## config.mk

```make
export PLATFORM = sky130hd
export DESIGN_NAME = gpio_lvl_ctrl
export DESIGN_NICKNAME = d
export VERILOG_FILES = /design/src/rtl/gpio_pkg.sv /design/src/rtl/gpio_sync.sv /design/src/rtl/gpio_regfile.sv /design/src/rtl/gpio_irq_gen.sv /design/src/rtl/gpio_lvl_ctrl.sv
export SDC_FILE = /design/constraint.sdc
export NUM_CORES = 1
export LEC_CHECK = 0
export BUFFER_PORTS_ARGS = -buffer_cell sky130_fd_sc_hd__buf_4
export CAP_MARGIN = 10
export CORE_ASPECT_RATIO = 1.25
export CORE_UTILIZATION = 39
export CTS_CLUSTER_SIZE = 20
export DETAILED_ROUTE_END_ITERATION = 8
export PLACE_DENSITY = 0.7
export SLEW_MARGIN = 20
export SYNTH_ARGS = -nofsm -noshare
export SYNTH_HDL_FRONTEND = slang
export SYNTH_SLANG_ARGS = --single-unit
```

## constraint.sdc

```tcl
create_clock -name clk -period 1.9 [get_ports clk]
set_clock_uncertainty 0.2 [all_clocks]
set_input_delay 0.095 -clock clk [delete_from_list [all_inputs] [get_ports clk]]
set_output_delay 0.095 -clock clk [all_outputs]
set_load 0.02 [all_outputs]
```

## src/rtl/gpio_pkg.sv

```systemverilog
// Package: shared addresses, field positions and codes for the GPIO block.
// Assumes a 32-bit register port and the field layout fixed in BRIEF.md.
package gpio_pkg;
    localparam int NUM_PINS  = 6;
    localparam int DIR_W     = 2;
    localparam int DATA_W    = 32;
    localparam int ADDR_W    = 2;
    localparam int SEL_W     = 3;

    localparam logic [ADDR_W-1:0] A_CFG  = 2'd0;
    localparam logic [ADDR_W-1:0] A_DOUT = 2'd1;
    localparam logic [ADDR_W-1:0] A_DIN  = 2'd2;
    localparam logic [ADDR_W-1:0] A_MASK = 2'd3;

    localparam int SEL_LSB  = NUM_PINS*DIR_W;    // 12
    localparam int EN_BIT   = SEL_LSB + SEL_W;   // 15
    localparam int POL_LSB  = EN_BIT + 1;        // 16
    localparam int CFG_W    = POL_LSB + 2;       // 18

    localparam logic [DIR_W-1:0] DIR_OUT  = 2'b11;
    localparam logic [1:0]       POL_LOW  = 2'b01;
    localparam logic [1:0]       POL_HIGH = 2'b11;

    localparam logic [NUM_PINS-1:0] IN_MASK = 6'b101111;

    typedef struct packed {
        logic [1:0]                polarity;
        logic                      irq_en;
        logic [SEL_W-1:0]          irq_sel;
        logic [NUM_PINS*DIR_W-1:0] dir;
    } cfg_t;
endpackage

```

## src/rtl/gpio_sync.sv

```systemverilog
// Module: multi-stage synchronizer for a bus of asynchronous pad inputs.
// Assumes every bit is independent; no bus coherency is provided.
module gpio_sync #(
    parameter int WIDTH  = 6,
    parameter int STAGES = 2
) (
    input  logic             clk,
    input  logic             rst_n,
    input  logic [WIDTH-1:0] d_async,
    output logic [WIDTH-1:0] q_sync
);
    logic [WIDTH-1:0] stage_q [STAGES];

    // Shift the pad levels through the flop chain.
    always_ff @(posedge clk) begin
        if (!rst_n) begin
            for (int s = 0; s < STAGES; s++) stage_q[s] <= '0;
        end else begin
            stage_q[0] <= d_async;
            for (int s = 1; s < STAGES; s++) stage_q[s] <= stage_q[s-1];
        end
    end

    assign q_sync = stage_q[STAGES-1];
endmodule

```

## src/rtl/gpio_regfile.sv

```systemverilog
// Module: register file with configuration, output data, input readback and
// interrupt mask. Writes on the clock edge, reads are combinational.
// Assumes addresses are decoded with gpio_pkg constants.
module gpio_regfile
    import gpio_pkg::*;
(
    input  logic                clk,
    input  logic                rst_n,
    input  logic [ADDR_W-1:0]   addr,
    input  logic                wr,
    input  logic [DATA_W-1:0]   wdata,
    input  logic [NUM_PINS-1:0] in_sync,
    output logic [DATA_W-1:0]   rdata,
    output cfg_t                cfg_q,
    output logic [NUM_PINS-1:0] dout_q,
    output logic                mask_q
);
    // Update the addressed writable register.
    always_ff @(posedge clk) begin
        if (!rst_n) begin
            cfg_q  <= '0;
            dout_q <= '0;
            mask_q <= 1'b0;
        end else if (wr) begin
            case (addr)
                A_CFG:   cfg_q  <= cfg_t'(wdata[CFG_W-1:0]);
                A_DOUT:  dout_q <= wdata[NUM_PINS-1:0];
                A_MASK:  mask_q <= wdata[0];
                default: ;
            endcase
        end
    end

    // Select read data, zero-extending each register.
    always_comb begin
        rdata = '0;
        case (addr)
            A_CFG:   rdata[CFG_W-1:0]    = cfg_q;
            A_DOUT:  rdata[NUM_PINS-1:0] = dout_q;
            A_DIN:   rdata[NUM_PINS-1:0] = in_sync & IN_MASK;
            default: rdata[0]            = mask_q;
        endcase
    end
endmodule

```

## src/rtl/gpio_irq_gen.sv

```systemverilog
// Module: level interrupt from one selected synchronized pin.
// Assumes in_sync is already synchronous; the output is registered.
module gpio_irq_gen
    import gpio_pkg::*;
(
    input  logic                clk,
    input  logic                rst_n,
    input  cfg_t                cfg,
    input  logic [NUM_PINS-1:0] in_sync,
    output logic                irq
);
    logic pin_lvl;
    logic pin_valid;
    logic cond;

    // Pick the selected pin level; selects past the last pin are invalid.
    always_comb begin
        pin_lvl   = 1'b0;
        pin_valid = 1'b0;
        for (int i = 0; i < NUM_PINS; i++) begin
            if (cfg.irq_sel == SEL_W'(i)) begin
                pin_lvl   = in_sync[i];
                pin_valid = 1'b1;
            end
        end
    end

    // Apply enable and polarity to the selected level.
    always_comb begin
        cond = 1'b0;
        if (cfg.irq_en && pin_valid) begin
            case (cfg.polarity)
                POL_HIGH: cond = pin_lvl;
                POL_LOW:  cond = !pin_lvl;
                default:  cond = 1'b0;
            endcase
        end
    end

    // Register the interrupt level.
    always_ff @(posedge clk) begin
        if (!rst_n) irq <= 1'b0;
        else        irq <= cond;
    end
endmodule

```

## src/rtl/gpio_lvl_ctrl.sv

```systemverilog
// Module: six-pin GPIO controller top. It combines the synchronizer, the
// register file, the per-pin direction decode and the level interrupt.
// Assumes pad_in is asynchronous and the register port is synchronous to clk.
module gpio_lvl_ctrl
    import gpio_pkg::*;
#(
    parameter int SYNC_STAGES = 2
) (
    input  logic                clk,
    input  logic                rst_n,
    input  logic [ADDR_W-1:0]   reg_addr,
    input  logic                reg_wr,
    input  logic [DATA_W-1:0]   reg_wdata,
    output logic [DATA_W-1:0]   reg_rdata,
    input  logic [NUM_PINS-1:0] pad_in,
    output logic [NUM_PINS-1:0] pad_out,
    output logic [NUM_PINS-1:0] pad_oe,
    output logic                gpio_irq,
    output logic                host_irq
);
    logic [NUM_PINS-1:0] in_sync;
    cfg_t                cfg_q;
    logic [NUM_PINS-1:0] dout_q;
    logic                mask_q;

    gpio_sync #(.WIDTH(NUM_PINS), .STAGES(SYNC_STAGES)) u_sync (
        .clk(clk), .rst_n(rst_n), .d_async(pad_in), .q_sync(in_sync)
    );

    gpio_regfile u_regs (
        .clk(clk), .rst_n(rst_n), .addr(reg_addr), .wr(reg_wr),
        .wdata(reg_wdata), .in_sync(in_sync), .rdata(reg_rdata),
        .cfg_q(cfg_q), .dout_q(dout_q), .mask_q(mask_q)
    );

    gpio_irq_gen u_irq (
        .clk(clk), .rst_n(rst_n), .cfg(cfg_q), .in_sync(in_sync), .irq(gpio_irq)
    );

    // Per-pin direction decode; the interrupt pin is forced to input.
    for (genvar n = 0; n < NUM_PINS; n++) begin : g_pin
        logic forced_in;
        assign forced_in  = cfg_q.irq_en && (cfg_q.irq_sel == SEL_W'(n));
        assign pad_oe[n]  = (cfg_q.dir[DIR_W*n +: DIR_W] == DIR_OUT) && !forced_in;
        assign pad_out[n] = dout_q[n];
    end

    // Gate the interrupt with the host mask bit.
    assign host_irq = gpio_irq & mask_q;
endmodule

```

==> summary by stage <==
Clock tree
The number of H-tree branching levels is 2. In this run the post-CTS setup repair buffer count came out at 0. The clock reaches the later pin of the worst-skew pair after 0.28 ns.

The tree is rooted in a sky130_fd_sc_hd__clkbuf_8. The clock slew seen by the registers of the worst setup and hold paths is 0.08 ns. The longest clock path from root to sink contains 2 buffers. The total clock sinks is 38. Once the clock tree was built, the resizer swapped 0 gates to a different size. TritonCTS built the clock tree. The number of buffers added by the clock tree synthesis step is 5.

Min path
The worst hold path depth is 2. The tightest min-delay check is of the in2reg type.

Run
The tool flagged a number of max-cap violations equal to 0.

Synth
The share of synthesized registers carrying an async set or reset is 0%. After synthesis the netlist holds a flip-flop and latch count of 38. The dominant cell type by area after synthesis is sky130_fd_sc_hd__dfxtp_1. The flip-flop cell with the highest count after synthesis is sky130_fd_sc_hd__dfxtp_1.

During synthesis, Yosys emitted a total of 0 warnings. The number of flops mapped to enable cells by yosys is 0. Counting distinct cell types in the post-synthesis netlist gives 26. Yosys attributes the largest share of cell area to sky130_fd_sc_hd__dfxtp_1, sky130_fd_sc_hd__nand2_1, sky130_fd_sc_hd__and2_1. In the post-synthesis netlist, the cell with the most instances is sky130_fd_sc_hd__nand2_1.

By count the netlist is led by sky130_fd_sc_hd__nand2_1, sky130_fd_sc_hd__dfxtp_1, sky130_fd_sc_hd__and2_1. The cell area after synthesis is 1802 um^2. The top cell type by area accounts for 42.22% of the synthesized area. Dividing the synthesized area by the synthesized cell count gives 8.789 um^2. The post-synthesis cell count is 205.

Sequential elements use 42.22% of the synthesized area.

GRT
The first-pass GRT wire length is 6499 um. Global routing finished with a remaining overflow of 0. Global routing used 17.46% of the available tracks. The number of antenna violations at the first check in global routing is 0. The maximum number of pins on one net before global-route repair is 39. The number of global-route vias before repair is 1419.

Routing
After detailed routing, the average wire length per cell comes to 11.61 um. After detailed routing, the number of remaining DRC violations is 0. In this run the remaining antenna-violating nets after routing total 0.

The first detailed-routing pass ran for 4 iterations. The iteration-0 DRC count of the detailed router is 54. The final wirelength is 4005 um. The vias per cell is 4.478. The routed via count is 1545.

Placement
The total placed cells including tap cells is 313. The cell area reported after detailed placement is 2225 um^2. At the placement stage, the worst setup path has a slack of 0.4080 ns. Detailed placement finished with a half-perimeter wire length of 2797 um. The final weighted congestion in routability-driven placement is 0.7988. During placement, the flow inserted port buffers numbering 60.

Worst setup path
At the worst endpoint, the required time is 1.60 ns. The origin of the worst setup path is u_regs.cfg_q[14]$_SDFFE_PN0P_. The startpoint kind of the worst setup timing path is a register.

Measured in cells, the most critical reg-to-reg path has a length of 3. The capturing instance or port of the critical path is pad_oe[2]. The kind of end point of the critical path is a primary output. The setup check on the worst reg-to-reg path leaves a slack of 0.48 ns. Of all nets on the critical path, the largest fanout is 9. The worst register-to-register path begins at u_regs.cfg_q[12]$_SDFFE_PN0P_.

The path type of the worst setup path is reg2out. The arrival time at the worst endpoint is 1.34 ns. In this run the critical register-to-register path is captured at u_irq.irq$_SDFF_PN0_.

Pwr
The largest voltage drop on the vdd net is 0.5263 mV. The power per unit of standard cell area is 737.6 nW/um^2. The static leakage power is 1.180 nW.

STA
The number of endpoints with negative hold slack in the final report is 0. The final-layout worst hold slack is 0.01512 ns. Setup repair after global routing left no endpoint under its margin. Setup violations remaining at the end of the flow were counted as 0. Derived from the worst setup path, the maximum achievable clock frequency is 0.6111 GHz. The total negative setup slack is 0 ns. Measured against its own limit, the worst slew margin works out to 59.91%. The post-layout minimum cycle time is 1.636 ns.

At the pin with the least slew margin, the transition time is 0.6014 ns. The final critical path takes up 86.13% of the cycle. The final worst setup slack is 0.2636 ns. The number of pins with negative max-slew slack in the final report is 0.

Finish
The finished layout holds 345 standard cells, fillers aside. The multi-input combinational cells in the finished layout cover a total of 914.6 um^2. The combined flip-flop and latch cell area is 760.7 um^2. The layout cell share with drive strength beyond 1 is 25.78%. The post-layout instance area is 2608 um^2.

The fill cell instance count of the final layout is 404. In the final design database the tool counted 329 nets. The number of antenna repair diodes is 0.

The area added between synthesis and finish is 44.72%.

Die
The vertical die dimension is 77.99 um. Pin placement for this block handled 89 I/O pins. In this run the horizontal extent of the chip is 62.80 um.

The core area is 4425 um^2. The full die area is 4897 um^2. The initial core utilization is 40.71%.

The row count is 27.

Outcome
The run finished with clean final reports.
==> critical path: stages, from the launching register on <==
cell,delay [ns]
sky130_fd_sc_hd__dfxtp_1,0.50
sky130_fd_sc_hd__nor2b_1,0.15
sky130_fd_sc_hd__a31oi_1,0.23
sky130_fd_sc_hd__buf_4,0.18
==> worst min-delay path by stage <==
stage	start	to	slack, ns
finish	rst_n	u_regs.cfg_q[11]$_SDFFE_PN0P_	0.02
global route	rst_n	u_regs.cfg_q[13]$_SDFFE_PN0P_	0.03
CTS	reg_wr	u_regs.mask_q$_SDFFE_PN0P_	0.02
detailed placement	pad_in[2]	u_sync.stage_q[0][2]$_SDFF_PN0_	0.11
global placement	pad_in[3]	u_sync.stage_q[0][3]$_SDFF_PN0_	0.11
floorplan	pad_in[0]	u_sync.stage_q[0][0]$_SDFF_PN0_	0.02
==> logic make-up (layout without fill, tap and decap cells) <==
group           count (synthesis)  in the layout  share of synthesized area, %
other cells                     1             14                        0.2081
mux                            17             17                         10.83
flops                          38             38                         42.22
buf+inv                        27             96                         9.722
compound gates                 29             29                         10.83
simple gates                   93             93                         26.18
==> power breakdown <==
| group | internal [mW] | switching [mW] |
|---|---|---|
| clock network | 0.560 | 0.271 |
| logic | 0.129 | 0.118 |
| registers | 0.826 | 0.0190 |
| total | 1.51 | 0.409 |
==> final cells by class <==
class	count	share of cell area, %
flip-flops and latches	38	29.17
well taps	58	2.783
repair buffers	87	27.35
inverters	1	0.1440
clock inverters	2	2.303
multi-input cells	153	35.08
clock buffers	6	3.167
==> stage by stage <==
step	utilization [%]	power [mW]
final	58.92	1.923
after global routing	58.92	2.014
after CTS	58.92	1.942
after detailed placement	50.27	1.072
after global placement	50.27	1.069
after floorplan	-	1.009
==> cell usage in the layout (no fill, tap or decap), drive strengths merged, types with 2 or more instances in the layout <==
| cell | instances |
|---|---|
| buf | 63 |
| nand2 | 46 |
| dfxtp | 38 |
| and2 | 24 |
| dlygate4sd3 | 24 |
| a21boi | 18 |
| mux2i | 15 |
| conb | 14 |
| nor2b | 9 |
| clkbuf | 6 |
| nor2 | 5 |
| o21ai | 4 |
| a31oi | 4 |
| a21oi | 3 |
| mux4 | 2 |
| nand3 | 2 |
| bufinv | 2 |
| nor3b | 2 |
==> state kept, by name, summed over array words and instances (netlist names) <==
| signal | count |
|---|---|
| u_regs.dout_q | 6 |
| u_sync.stage_q | 12 |
| u_regs.cfg_q | 18 |
| u_regs.mask_q | 1 |
| u_irq.irq | 1 |
==> timing repair <==
item / CTS / global route
endpoints found under the setup margin: 0 / 0
hold buffers: 24 / 0
hold endpoints to repair: 31 / 0
==> routing by layer <==
metal  track usage, %  up-vias  wire [um]
met1            19.64      691       1711
met4            6.279        0         59
met5                0        -          0
met2            30.11       48       1998
met3            6.176        6        236
li1                 -      800          -
Note: power is estimated with default switching activity, not from simulation.
